===== src/rtl/irq_router_pkg.sv =====
package irq_router_pkg;
  localparam int SEL_W    = 4;
  localparam int DATA_W   = 8;
  localparam int LINE_CNT = (1 << SEL_W) - 1;

  typedef logic [SEL_W-1:0] sel_t;

  // reset value of one device's select register
  function automatic sel_t reset_sel(int dev, sel_t dev0_val);
    return (dev == 0) ? dev0_val : '0;
  endfunction
endpackage


===== src/rtl/irq_sel_bank.sv =====
module irq_sel_bank
  import irq_router_pkg::*;
#(
  parameter int NUM_DEV = 4,
  parameter int DEV_W = 2,
  parameter int DEV0_DEFAULT = 6,
  parameter logic [DATA_W-1:0] SEL_INDEX = 8'h70
) (
  input  logic                     clk,
  input  logic                     rst_n,
  input  logic                     soft_rst,
  input  logic                     cfg_we,
  input  logic [DATA_W-1:0]        cfg_index,
  input  logic [DEV_W-1:0]         cfg_dev,
  input  logic [DATA_W-1:0]        cfg_wdata,
  output logic [DATA_W-1:0]        cfg_rdata,
  output logic [NUM_DEV*SEL_W-1:0] sel_flat
);
  localparam sel_t DEV0_SEL = sel_t'(DEV0_DEFAULT);

  logic hit;
  logic unused_wr_hi;
  sel_t rd_sel;

  assign hit          = (cfg_index == SEL_INDEX);
  assign unused_wr_hi = ^cfg_wdata[DATA_W-1:SEL_W];

  for (genvar d = 0; d < NUM_DEV; d++) begin : g_dev
    sel_t sel_q;
    always_ff @(posedge clk or negedge rst_n) begin
      if (!rst_n)
        sel_q <= reset_sel(d, DEV0_SEL);
      else if (soft_rst)
        sel_q <= reset_sel(d, DEV0_SEL);
      else if (cfg_we && hit && (cfg_dev == DEV_W'(d)))
        sel_q <= cfg_wdata[SEL_W-1:0];
    end
    assign sel_flat[d*SEL_W +: SEL_W] = sel_q;
  end

  always_comb begin
    rd_sel = '0;
    for (int d = 0; d < NUM_DEV; d++)
      if (cfg_dev == DEV_W'(d)) rd_sel = sel_flat[d*SEL_W +: SEL_W];
    cfg_rdata = hit ? {{(DATA_W-SEL_W){1'b0}}, rd_sel} : '0;
  end
endmodule


===== src/rtl/irq_route_matrix.sv =====
module irq_route_matrix
  import irq_router_pkg::*;
#(
  parameter int NUM_DEV = 4
) (
  input  logic [NUM_DEV*SEL_W-1:0] sel_flat,
  input  logic [NUM_DEV-1:0]       dev_req,
  input  logic [NUM_DEV-1:0]       dev_qual,
  output logic [LINE_CNT-1:0]      line_req,
  output logic [LINE_CNT-1:0]      line_claim
);
  for (genvar l = 0; l < LINE_CNT; l++) begin : g_line
    logic [NUM_DEV-1:0] live;
    always_comb begin
      for (int d = 0; d < NUM_DEV; d++)
        live[d] = dev_qual[d] && (sel_flat[d*SEL_W +: SEL_W] == SEL_W'(l + 1));
    end
    assign line_claim[l] = |live;
    assign line_req[l]   = |(live & dev_req);
  end
endmodule


===== src/rtl/irq_pin_stage.sv =====
module irq_pin_stage
  import irq_router_pkg::*;
#(
  parameter int SMI_CODE = 2
) (
  input  logic                clk,
  input  logic                rst_n,
  input  logic                smi_en,
  input  logic                smi_req,
  input  logic [LINE_CNT-1:0] line_req,
  input  logic [LINE_CNT-1:0] line_claim,
  output logic [LINE_CNT-1:0] irq_o,
  output logic [LINE_CNT-1:0] irq_oe
);
  for (genvar l = 0; l < LINE_CNT; l++) begin : g_pin
    logic nxt_val, nxt_oe;
    if (l + 1 == SMI_CODE) begin : g_shared
      assign nxt_val = smi_en ? !smi_req : line_req[l];
      assign nxt_oe  = smi_en | line_claim[l];
    end else begin : g_plain
      assign nxt_val = line_req[l];
      assign nxt_oe  = line_claim[l];
    end
    always_ff @(posedge clk or negedge rst_n) begin
      if (!rst_n) begin
        irq_o[l]  <= 1'b0;
        irq_oe[l] <= 1'b0;
      end else begin
        irq_o[l]  <= nxt_val;
        irq_oe[l] <= nxt_oe;
      end
    end
  end
endmodule


===== src/rtl/irq_line_router.sv =====
module irq_line_router
  import irq_router_pkg::*;
#(
  parameter int NUM_DEV = 4,
  parameter int DEV0_DEFAULT = 6,
  parameter logic [7:0] SEL_INDEX = 8'h70,
  localparam int DEV_W = (NUM_DEV > 1) ? $clog2(NUM_DEV) : 1
) (
  input  logic               clk,
  input  logic               por_main_n,
  input  logic               por_stby_n,
  input  logic               bus_rst_n,
  input  logic               soft_rst,
  input  logic               cfg_we,
  input  logic [7:0]         cfg_index,
  input  logic [DEV_W-1:0]   cfg_dev,
  input  logic [7:0]         cfg_wdata,
  output logic [7:0]         cfg_rdata,
  input  logic [NUM_DEV-1:0] dev_req,
  input  logic [NUM_DEV-1:0] dev_qual,
  input  logic               smi_en,
  input  logic               smi_req,
  output logic [14:0]        irq_o,
  output logic [14:0]        irq_oe
);
  logic                     rst_n;
  logic [NUM_DEV*SEL_W-1:0] sel_flat;
  logic [LINE_CNT-1:0]      line_req, line_claim;

  assign rst_n = por_main_n & por_stby_n & bus_rst_n;

  irq_sel_bank #(
    .NUM_DEV(NUM_DEV), .DEV_W(DEV_W),
    .DEV0_DEFAULT(DEV0_DEFAULT), .SEL_INDEX(SEL_INDEX)
  ) u_bank (
    .clk(clk), .rst_n(rst_n), .soft_rst(soft_rst),
    .cfg_we(cfg_we), .cfg_index(cfg_index), .cfg_dev(cfg_dev),
    .cfg_wdata(cfg_wdata), .cfg_rdata(cfg_rdata), .sel_flat(sel_flat)
  );

  irq_route_matrix #(.NUM_DEV(NUM_DEV)) u_matrix (
    .sel_flat(sel_flat), .dev_req(dev_req), .dev_qual(dev_qual),
    .line_req(line_req), .line_claim(line_claim)
  );

  irq_pin_stage #(.SMI_CODE(2)) u_pins (
    .clk(clk), .rst_n(rst_n), .smi_en(smi_en), .smi_req(smi_req),
    .line_req(line_req), .line_claim(line_claim),
    .irq_o(irq_o), .irq_oe(irq_oe)
  );
endmodule


===== config.mk =====
export PLATFORM = sky130hd
export DESIGN_NAME = irq_line_router
export DESIGN_NICKNAME = d
export VERILOG_FILES = /design/src/rtl/irq_router_pkg.sv /design/src/rtl/irq_sel_bank.sv /design/src/rtl/irq_route_matrix.sv /design/src/rtl/irq_pin_stage.sv /design/src/rtl/irq_line_router.sv
export SDC_FILE = /design/constraint.sdc
export NUM_CORES = 1
export LEC_CHECK = 0
export ABC_AREA = 1
export ABC_CLOCK_PERIOD_IN_PS = 2950
export CORE_MARGIN = 2
export CORE_UTILIZATION = 30
export DETAILED_ROUTE_END_ITERATION = 8
export GPL_TIMING_DRIVEN = 0
export PLACE_DENSITY_LB_ADDON = 0.15
export SLEW_MARGIN = 20
export SYNTH_ARGS = -nofsm -noshare
export SYNTH_HDL_FRONTEND = slang
export SYNTH_SLANG_ARGS = --single-unit
export TNS_END_PERCENT = 30

===== constraint.sdc =====
create_clock -name clk -period 2.95 [get_ports clk]
set_input_delay 0.7375 -clock clk [delete_from_list [all_inputs] [get_ports clk]]
set_output_delay 0.7375 -clock clk [all_outputs]
set_load 0.05 [all_outputs]

-- After elaboration in Yosys (flattened, before gate mapping)
Index checks and enable logic that the tools add are counted.
- mux-type cells: 14
- reduce and logical (&&, ||, !) cells: 101
- bitwise gates (word level): 18
- equality and inequality tests: 64
- operators by type and width (kind ; count):
    4-bit == test (second input constant) ; 32
    4-bit OR reduction ; 30
    1-bit logical AND ; 65
    4-bit by 3-bit == test with 1-bit output (second input constant) ; 16
    4-bit AND ; 15
    4-bit two-way mux ; 13
    4-bit by 2-bit == test with 1-bit output (second input constant) ; 8
    4-bit by 1-bit == test with 1-bit output (second input constant) ; 4
    8-bit by 7-bit == test with 1-bit output (second input constant) ; 1
    2-bit nonzero test ; 4
    2-bit == test (second input constant) ; 2
    1-bit AND ; 2
    2-bit by 1-bit == test with 1-bit output (second input constant) ; 1
    2-bit zero test ; 1
    1-bit zero test ; 1
    1-bit two-way mux ; 1
    1-bit OR ; 1
- word-level logic and storage cells: 231
- bits in registers: 46

-- Logic depth before layout (Yosys ltp)
Gate-level depths: netlist (run 1).
- depth after elaboration: 6
- gate-level depth with buffers: 7
- depth with buffers taken out: 7

-- By module
Synthesis (run 1) repeated with hierarchy kept, for this count alone.
- cell total of the unflattened synthesis: 434
- area, all modules: 3103.0 um2
- modules (own cells, without submodules) (module ; cells an instance ; area each (um2) ; instances):
    irq_route_matrix ; 259 ; 1257.5 ; 1
    irq_sel_bank ; 136 ; 1056.0 ; 1
    irq_pin_stage ; 36 ; 775.7 ; 1
    irq_line_router ; 3 ; 13.8 ; 1

-- Least setup slack after synthesis (run 1)
OpenSTA, ideal clock, no wires.
- path type: input -> output
- start: input port cfg_index[3]
- end: output port cfg_rdata[2]
- required time: 2213 ps
- stages on the path: 5
- path slack: 378 ps
- arrival: 1835 ps
- path buffers: 0
- cell sequence: nor2_1 > nand2_1 > nor2_4 > o21ai_0 > nor2_1
- longest elaborated chain between the ends: 2
- RTL lines (element ; RTL line ; source):
    start, declared ; irq_line_router.sv:15 ; input logic [7:0] cfg_index,
    8-bit by 7-bit == test with 1-bit output ; irq_sel_bank.sv:25 ; assign hit = (cfg_index == SEL_INDEX);
    4-bit two-way mux ; irq_sel_bank.sv:45 ; cfg_rdata = hit ? {{(DATA_W-SEL_W){1'b0}}, rd_sel} : '0;
    end, declared ; irq_line_router.sv:18 ; output logic [7:0] cfg_rdata,
Every way passes these cells.

-- Final worst setup path (run 1)
- start: input port cfg_index[5]
- end: output port cfg_rdata[0]
The elaborated chain is that of the path after synthesis.

==> reports/results.ini, run 1 <==
[worst_setup_path]
critPathMostFrequentCell = nand2_1
reg2reg_setup_slack_ps = 1550
crit_chain = clkdlybuf4s50_1 -> nand2_1 -> nor2_1 -> nand2_1 -> a21oi_1 -> clkdlybuf4s15_2
r2r_end = u_pins.irq_o[9]
start_kind = primary input
worstReg2RegStart = u_bank.g_dev[2].sel_q[2]
crit_family = buffers and inverters
slowest_stage = clkdlybuf4s50_1
cp.required_ps = 2210
path_class = primary input to output port
worstPathArrival_ps = 2090
end_kind = output port
worstPathMaxFanout = 3
path_buf_inv = 2
slowest_delay_ps = 480
reg2reg_depth = 5

[synthesis]
synth.avg_cell_area_um2 = 6.72
syn_area_mm2 = 0.00272
ys_ff_latch = 46
yosysUniqueCellTypes = 26
synth_cells = 405
yosys_warnings = 0
synth-seq-area-share_pct = 42.4

[cts]
cts_tree = built
hold_buffers = 0
clk-insertion-delay-late_ps = 300
clockRootBuffer = clkbuf_8
cts_inserted_buffers = 5
clock_sinks = 46
htree_levels = 2
path_clk_slew_ps = 80
clock_path_buffers = 2

[sta]
final.period_utilization_pct = 95.8
fmax_mhz = 354
finalHoldViolations = 0
finalCriticalPeriod_ps = 2830
fin_worst_skew_ps = 6.09
rsz0062_at_grt = false
worst_slack_ps = 124
maxSlewViolCount = 0
setup_violations = 0
tightest_slew_ps = 547
max-slew-margin-rel_pct = 63.5

[run_status]
status = completed

[placed_design]
placed_cells = 580
routabilityCongestion = 0.941
place_area_mm2 = 0.00352
io_buffer_count = 63
dp_hpwl_um = 6840
pre_cts_ws_ps = -609

[global_route]
grt_overflow = 0
antenna_found_initial = 0
grt_pass1_vias = 2949
grt_max_degree = 27
grt_pass1_wl_um = 14400
track_usage_pct = 18.4

[min_path]
worstHoldStart = u_bank.g_dev[0].sel_q[2]
hp-class = register to register
holdPathEnd = u_bank.g_dev[0].sel_q[2]
hold_depth = 2

[floorplanning]
die_w_um = 99.3
die_h_um = 99.3
core_area_mm2 = 0.00876
dieArea_mm2 = 0.00985
initial_utilization_pct = 31.1
rows = 34
boundaryPins = 72

[route]
finalWirelength_um = 8700
vias = 2892
drt_iter0_drc = 167
drc_errors = 0
first_pass_iters = 5
postRouteAntennaNets = 0
detail_route.wl_per_cell_um = 14.8
vias_per_cell = 4.93

[cells_and_area]
fillers = 977
drive_gt1_share_pct = 6.05
num_antenna_cells = 0
stdcell_area_mm2 = 0.00360
final_cell_count_no_fill = 587
area_delta_synth_final_pct = 32.2
fin_nets = 513

[power]
p_leak_uw = 0.00179
power_density_mw_per_mm2 = 326
power_uw = 1170
ir_worst_vdd_uv = 139

[run]
cap_violations = 0

[per-stage QoR]
step / setup TNS, ps / utilization (%) / hold slack (ps)
5_1_grt: 0 / 41.1 / 581
3_3_place_gp: -12810 / 39.9 / 518
6_report: 0 / 41.1 / 540
2_1_floorplan: 0 / - / 495
3_5_place_dp: -2020 / 40.2 / 538
4_1_cts: -61.9 / 41.0 / 552
[layout make-up]
class	instances	area, um^2	area share, %
inverter	49	184	5.11
timing repair buffer	64	644	17.9
buffer	10	56.3	1.56
tap	108	135	3.76
clock buffer	7	76.3	2.12
sequential	46	1150	32.1
multi-input combinational	303	1350	37.5
[tightest hold or removal path: stages, from the launching register on]
cell and delay [ps]:
dfstp_2 400, nand2_1 70, nand3_1 70
[layout by cell type, fill, tap and decap left out]
master,count
nand2_1,115
nor2_1,84
clkdlybuf4s50_1,57
inv_1,47
dfrtp_1,44
nand3_1,42
nand4_1,19
a21oi_1,11
o21ai_0,5
buf_2,5
clkbuf_1,5
buf_4,5
clkbuf_8,5
nand3b_1,4
conb_1,4
o211ai_1,3
nand3_2,3
nor2_4,2
nor2_2,2
nor3_1,2
or2_0,2
o2111ai_1,2
dlymetal6s2s_1,2
dfstp_2,2
o22ai_1,1
and3_2,1
or2_2,1
clkinv_1,1
inv_2,1
buf_12,1
clkdlybuf4s15_2,1
[Yosys cell counts (all sizes together)]
library cell | count | area share (%)
a21oi | 11 | 2.0
and3 | 1 | 0.23
buf | 7 | 1.7
clkbuf | 3 | 0.41
clkinv | 1 | 0.14
conb | 1 | 0.14
dfrtp | 44 | 40
dfstp | 2 | 1.9
inv | 48 | 6.6
nand2 | 115 | 16
nand3 | 45 | 8.8
nand3b | 4 | 1.1
nand4 | 19 | 4.4
nor2 | 88 | 13
nor3 | 2 | 0.37
o2111ai | 2 | 0.64
o211ai | 3 | 0.83
o21ai | 5 | 0.92
o22ai | 1 | 0.23
or2 | 3 | 0.69
[registers in the layout (all words and copies together), names as in the netlist]
name                cells
u_pins.irq_o           15
u_bank.g_dev.sel_q     16
u_pins.irq_oe          15
[logic make-up (layout without fill, tap and decap cells)]
family          Yosys count  count (layout)  share of synthesized area (%)
simple gates            277             277                           44.0
flops                    46              46                           42.4
buf+inv                  59             130                           8.82
other cells               1               4                          0.138
compound gates           22              22                           4.64
[worst max-delay path by stage]
| stage | start | end | slack [ps] | cells past startpoint |
|---|---|---|---|---|
| 3_3_place_gp | cfg_dev[0] | cfg_rdata[2] | -630 | 7 |
| 5_1_grt | cfg_index[3] | cfg_rdata[0] | 20 | 7 |
| 3_5_place_dp | cfg_dev[0] | cfg_rdata[2] | -610 | 7 |
| 6_report | cfg_index[5] | cfg_rdata[0] | 120 | 6 |
| 4_1_cts | cfg_dev[0] | cfg_rdata[1] | -40 | 6 |
| 2_1_floorplan | cfg_index[3] | cfg_rdata[2] | 380 | 5 |
[layer usage]
layer / vias up / GRT usage, % / wire length, um
li1: 1428 / - / -
met1: 1340 / 23.4 / 3820
met2: 104 / 32.2 / 4200
met3: 20 / 2.95 / 498
met4: 0 / 5.27 / 185
met5: - / 0 / 0
[report_power, final]
part | switching, uW | internal, uW
sequential | 4.07 | 637
combinational | 105 | 63.5
clock | 199 | 163
[repair_timing]
item                                    in CTS  in global routing
buffers inserted                             0                  0
gates resized for setup                     18                  5
pin swaps                                    0                  0
endpoints found under the setup margin       4                  4
(Power assumes the default switching activity.)
==> inputs of run 2 (changes only) <==
--- a/config.mk
+++ b/config.mk
@@ -12,6 +12,7 @@
 export DETAILED_ROUTE_END_ITERATION = 8
 export GPL_TIMING_DRIVEN = 0
 export PLACE_DENSITY_LB_ADDON = 0.15
+export RECOVER_POWER = 100
 export SLEW_MARGIN = 20
 export SYNTH_ARGS = -nofsm -noshare
 export SYNTH_HDL_FRONTEND = slang
==> run 2 against run 1 <==
Clock-buffer cell count unchanged; clock power about the same; cell count unchanged; first-iteration DRC count decreased by 19%; combinational power decreased by 4%; critical path depth unchanged; die area unchanged; power decreased by 0.40%; sequential share of layout area increased by 0.26 points; routed wire length increased by 0.10%; clock skew about the same; worst hold slack about the same; critical path type unchanged; largest power group unchanged.
==> reports/results.ini, run 2 (synthesized netlist as in run 1, its figures left out) <==
[worst_setup_path]
r2r_end = u_pins.irq_o[9]
reg2reg_setup_slack_ps = 1550
path_class = primary input to output port
critPathMostFrequentCell = nand2_1
slowest_stage = clkdlybuf4s50_1
crit_chain = clkdlybuf4s50_1 -> nand2_1 -> nor2_1 -> nand2_1 -> a21oi_1 -> clkdlybuf4s15_2
worstPathMaxFanout = 3
worstPathArrival_ps = 2090
reg2reg_depth = 5
cp.required_ps = 2210
end_kind = output port
start_kind = primary input
endpoint = cfg_rdata[0]
slowest_delay_ps = 480
worstReg2RegStart = u_bank.g_dev[2].sel_q[2]
startpoint = cfg_index[5]

[floorplanning]
initial_utilization_pct = 31.1
die_h_um = 99.3
dieArea_mm2 = 0.00985
boundaryPins = 72
die_w_um = 99.3
rows = 34
core_area_mm2 = 0.00876

[cells_and_area]
register_area_mm2 = 0.00115
mostFrequentLayoutCells = nand2_1, nor2_1, inv_1
multi_input_area_mm2 = 0.00134
regMostFlops = u_bank.g_dev.sel_q
reg.largest.list = u_bank.g_dev.sel_q x16, u_pins.irq_o x15, u_pins.irq_oe x15
num_antenna_cells = 0
stdcell_area_mm2 = 0.00357
drive_gt1_share_pct = 5.22
final_cell_count_no_fill = 587
fillers = 982
final_common_cell = nand2_1
largest_register_ff_count = 16
area_delta_synth_final_pct = 31.1
fin_nets = 513

[global_route]
grt_pass1_vias = 2949
track_usage_pct = 18.4
grt_max_degree = 27
antenna_found_initial = 0
grt_pass1_wl_um = 14400
grt_overflow = 0

[sta]
fmax_mhz = 354
fin_tns_setup_ps = 0
finalHoldViolations = 0
final.period_utilization_pct = 95.9
rsz0062_at_grt = false
max-slew-margin-rel_pct = 34.1
maxSlewViolCount = 0
holdWs_ps = 541
fin_worst_skew_ps = 5.80
tightest_slew_ps = 989
setup_violations = 0
finalCriticalPeriod_ps = 2830

[cts]
htree_levels = 2
hold_buffers = 0
clk-insertion-delay-late_ps = 300
cts_inserted_buffers = 5
clock_sinks = 46
clockRootBuffer = clkbuf_8
path_clk_slew_ps = 80
clock_path_buffers = 2
cts_tree = built

[power]
p_leak_uw = 0.00188
ir_worst_vdd_uv = 139
combPwrFrac_pct = 13.9
power_uw = 1170
clkPwrFrac_pct = 31.2
seqPwrFrac_pct = 54.9
swShare_pct = 26.5
internal_power_uw = 859
power_density_mw_per_mm2 = 327
power.switching_uw = 309

[route]
drt_iter0_drc = 136
finalWirelength_um = 8710
wl_met3_um = 546
postRouteAntennaNets = 0
vias_per_cell = 4.95
first_pass_iters = 5
detail_route.wl_per_cell_um = 14.8
routed.top_layer = met4
wl_met2_um = 4200
drc_errors = 0
drt-met1-wl_um = 3790
vias = 2907

[min_path]
hp-class = register to register

[placed_design]
io_buffer_count = 63
place_area_mm2 = 0.00352
placed_cells = 580
routabilityCongestion = 0.941
dp_hpwl_um = 6840

[run_status]
status = completed

[run]
cap_violations = 0

run 2: changes by cell type in the layout (fill, tap and decap cells not counted), moves of 2 or more:
cell | previous run | this run
clkbuf_2 | 0 | 3
nand3_1 | 42 | 44
dlygate4sd3_1 | 0 | 37
nand3_2 | 3 | 1
clkdlybuf4s50_1 | 57 | 20
run 2: how the worst min path moves through the flow:
stage	startpoint	to	slack [ps]	depth (start not counted)
2_1_floorplan	u_bank.g_dev[0].sel_q[2]	u_bank.g_dev[0].sel_q[2]	500	2
3_3_place_gp	u_bank.g_dev[0].sel_q[2]	u_bank.g_dev[0].sel_q[2]	520	2
3_5_place_dp	u_bank.g_dev[0].sel_q[2]	u_bank.g_dev[0].sel_q[2]	540	2
4_1_cts	u_bank.g_dev[0].sel_q[2]	u_bank.g_dev[0].sel_q[2]	550	2
5_1_grt	u_bank.g_dev[0].sel_q[1]	u_bank.g_dev[0].sel_q[1]	580	2
6_report	u_bank.g_dev[0].sel_q[2]	u_bank.g_dev[0].sel_q[2]	540	2
run 2: through the flow:
step	setup slack (ps)	util (%)
detailed placement	-609	40.2
floorplan	378	-
global route	17.7	40.7
CTS	-41.6	41.0
global placement	-626	39.9
finish	121	40.7
run 2: final cells by class:
cell class	count	area share [%]
buffer	10	1.58
clock buffer	7	2.14
inverter	49	5.15
multi-input combinational	303	37.5
sequential	46	32.3
tap	108	3.79
timing repair buffer	64	17.6
run 2: layer usage:
metal | vias to the layer above | GRT usage [%]
li1 | 1427 | -
met5 | - | 0
met4 | 0 | 5.27
met3 | 19 | 2.95
met2 | 119 | 32.2
met1 | 1342 | 23.4
run 2: power groups by stage:
stage	Sequential, uW	Clock [uW]	Combinational, uW
final	641	364	162
after global routing	642	405	176
after CTS	642	385	168
after detailed placement	654	0	167
after global placement	654	0	163
after floorplan	671	0	65.8
run 2: repair_timing:
action                     in CTS  in global routing
cloned                          0                  0
buffers inserted                0                  0
resized for setup              18                  5
setup endpoints to repair       4                  4
run 2: worst max-delay path, delay by kind of cell:
kind	cells	cell delay (ps)
AO/OA/AOI/OAI	1	140
buffers and inverters	2	870
AND/OR/NAND/NOR	3	350
==> inputs of run 3 (changes only) <==
--- a/config.mk
+++ b/config.mk
@@ -7,7 +7,7 @@
 export LEC_CHECK = 0
 export ABC_AREA = 1
 export ABC_CLOCK_PERIOD_IN_PS = 2950
-export CORE_MARGIN = 2
+export CORE_MARGIN = 5
 export CORE_UTILIZATION = 30
 export DETAILED_ROUTE_END_ITERATION = 8
 export GPL_TIMING_DRIVEN = 0
==> run 3 against run 2 <==
Via count shrank 1.0%; clock skew up 1.3 ps; cell count is 0.34% higher; non-clock buffer count is 1 higher; register-to-register slack got worse by 40 ps; sequential power hardly changed; maximum frequency decreased by 1.3%; critical path depth rose by 1; routed wire length up 1.1%; largest cell class unchanged.
==> reports/results.ini, run 3 (synthesized netlist as in run 1, its figures left out) <==
[sta]
final.period_utilization_pct = 97.1
rsz0062_at_grt = true
worst_slack_ps = 84.5
fin_worst_skew_ps = 7.07
finalHoldViolations = 0
maxSlewViolCount = 0
finalCriticalPeriod_ps = 2870
max-slew-margin-rel_pct = 42.1
fmax_mhz = 349
tightest_slew_ps = 868
setup_violations = 0

[worst_setup_path]
reg2reg_depth = 5
worstPathMaxFanout = 7
r2r_end = u_pins.irq_o[9]
end_kind = output port
worstReg2RegStart = u_bank.g_dev[2].sel_q[2]
start_kind = primary input
path_class = primary input to output port
cp.required_ps = 2210
worstPathArrival_ps = 2130
reg2reg_setup_slack_ps = 1510

[cells_and_area]
largest_register_ff_count = 16
reg.largest.list = u_bank.g_dev.sel_q x16, u_pins.irq_o x15, u_pins.irq_oe x15
area_delta_synth_final_pct = 32.2
regMostFlops = u_bank.g_dev.sel_q
final_common_cell = nand2_1
final_cell_count_no_fill = 589
mostFrequentLayoutCells = nand2_1, nor2_1, clkdlybuf4s50_1
drive_gt1_share_pct = 6.44
fin_nets = 514
num_antenna_cells = 0

[floorplanning]
core_area_mm2 = 0.00876
die_w_um = 105
rows = 34
die_h_um = 105
boundaryPins = 72
initial_utilization_pct = 31.1
dieArea_mm2 = 0.0111

[placed_design]
routabilityCongestion = 0.900
io_buffer_count = 63
placed_cells = 580
dp_hpwl_um = 7010
pre_cts_ws_ps = -540

[route]
first_pass_iters = 4
drt_iter0_drc = 153
finalWirelength_um = 8800
detail_route.wl_per_cell_um = 14.9
vias = 2877
vias_per_cell = 4.88
postRouteAntennaNets = 0
drc_errors = 0

[min_path]
holdPathEnd = u_bank.g_dev[0].sel_q[2]
hold_depth = 2
worstHoldStart = u_bank.g_dev[0].sel_q[2]
hp-class = register to register

[cts]
clock_sinks = 46
clockRootBuffer = clkbuf_8
cts_inserted_buffers = 5
clk-insertion-delay-late_ps = 300
htree_levels = 2
clock_path_buffers = 2
cts_tree = built
path_clk_slew_ps = 80
hold_buffers = 0

[global_route]
grt_max_degree = 29
grt_pass1_wl_um = 14300
grt_use_met3_pct = 2.81
track_usage_pct = 15.9
grt_pass1_vias = 2856
antenna_found_initial = 0
grt_overflow = 0
grt_use_met1_pct = 20.6
busiest_layer = met2
use_met2_pct = 26.9

[power]
ir_worst_vdd_uv = 171
power_density_mw_per_mm2 = 335
p_leak_uw = 0.00179

[run_status]
status = completed

[run]
cap_violations = 0

run 3: timing repair:
item | in CTS | in global routing
setup buffers | 0 | 1
endpoints found under the setup margin | 4 | 4
pin swaps | 0 | 1
resized for setup | 14 | 12
run 3: power by group:
group | internal [uW] | total [uW] | switching [uW]
combinational | 61.3 | 165 | 104
clock | 189 | 397 | 208
sequential | 637 | 642 | 4.27
total | 888 | 1200 | 316
run 3: layer usage:
metal	up-vias	wire length (um)
li1	1428	-
met1	1322	3780
met2	104	4230
met3	23	545
met4	0	240
met5	-	0
run 3: final cells by class:
cell class	count	area, um^2
buffer	10	56.3
clock buffer	7	86.3
clock inverter	1	5.00
fill	953	5160
inverter	49	184
multi-input combinational	303	1340
sequential	46	1150
tap	108	135
timing repair buffer	65	636
run 3: per-stage QoR:
| step | power, uW | setup TNS [ps] | utilization [%] | hold slack, ps | area [um^2] |
|---|---|---|---|---|---|
| after floorplan | 737 | 0 | - | 495 | 2730 |
| after global placement | 818 | -12940 | 39.9 | 517 | 3500 |
| after detailed placement | 822 | -1790 | 40.2 | 528 | 3520 |
| after CTS | 1230 | -66.8 | 41.2 | 541 | 3610 |
| after global routing | 1260 | -13.8 | 41.1 | 577 | 3600 |
| final | 1200 | 0 | 41.1 | 542 | 3600 |
run 3: critical path, stage by stage:
cell	delay [ps]
clkdlybuf4s50_1	540
nor2_2	260
inv_1	60
o22ai_1	140
nor2_1	60
nor2_1	90
clkbuf_4	230
run 3: how the worst max path moves through the flow:
| stage | startpoint | end | slack, ps | cells after the start |
|---|---|---|---|---|
| 6_report | cfg_dev[0] | cfg_rdata[2] | 80 | 7 |
| 5_1_grt | cfg_dev[0] | cfg_rdata[2] | -10 | 7 |
| 4_1_cts | cfg_dev[0] | cfg_rdata[0] | -30 | 6 |
| 3_5_place_dp | cfg_dev[0] | cfg_rdata[2] | -540 | 7 |
| 3_3_place_gp | cfg_dev[0] | cfg_rdata[2] | -570 | 7 |
| 2_1_floorplan | cfg_index[3] | cfg_rdata[2] | 380 | 5 |
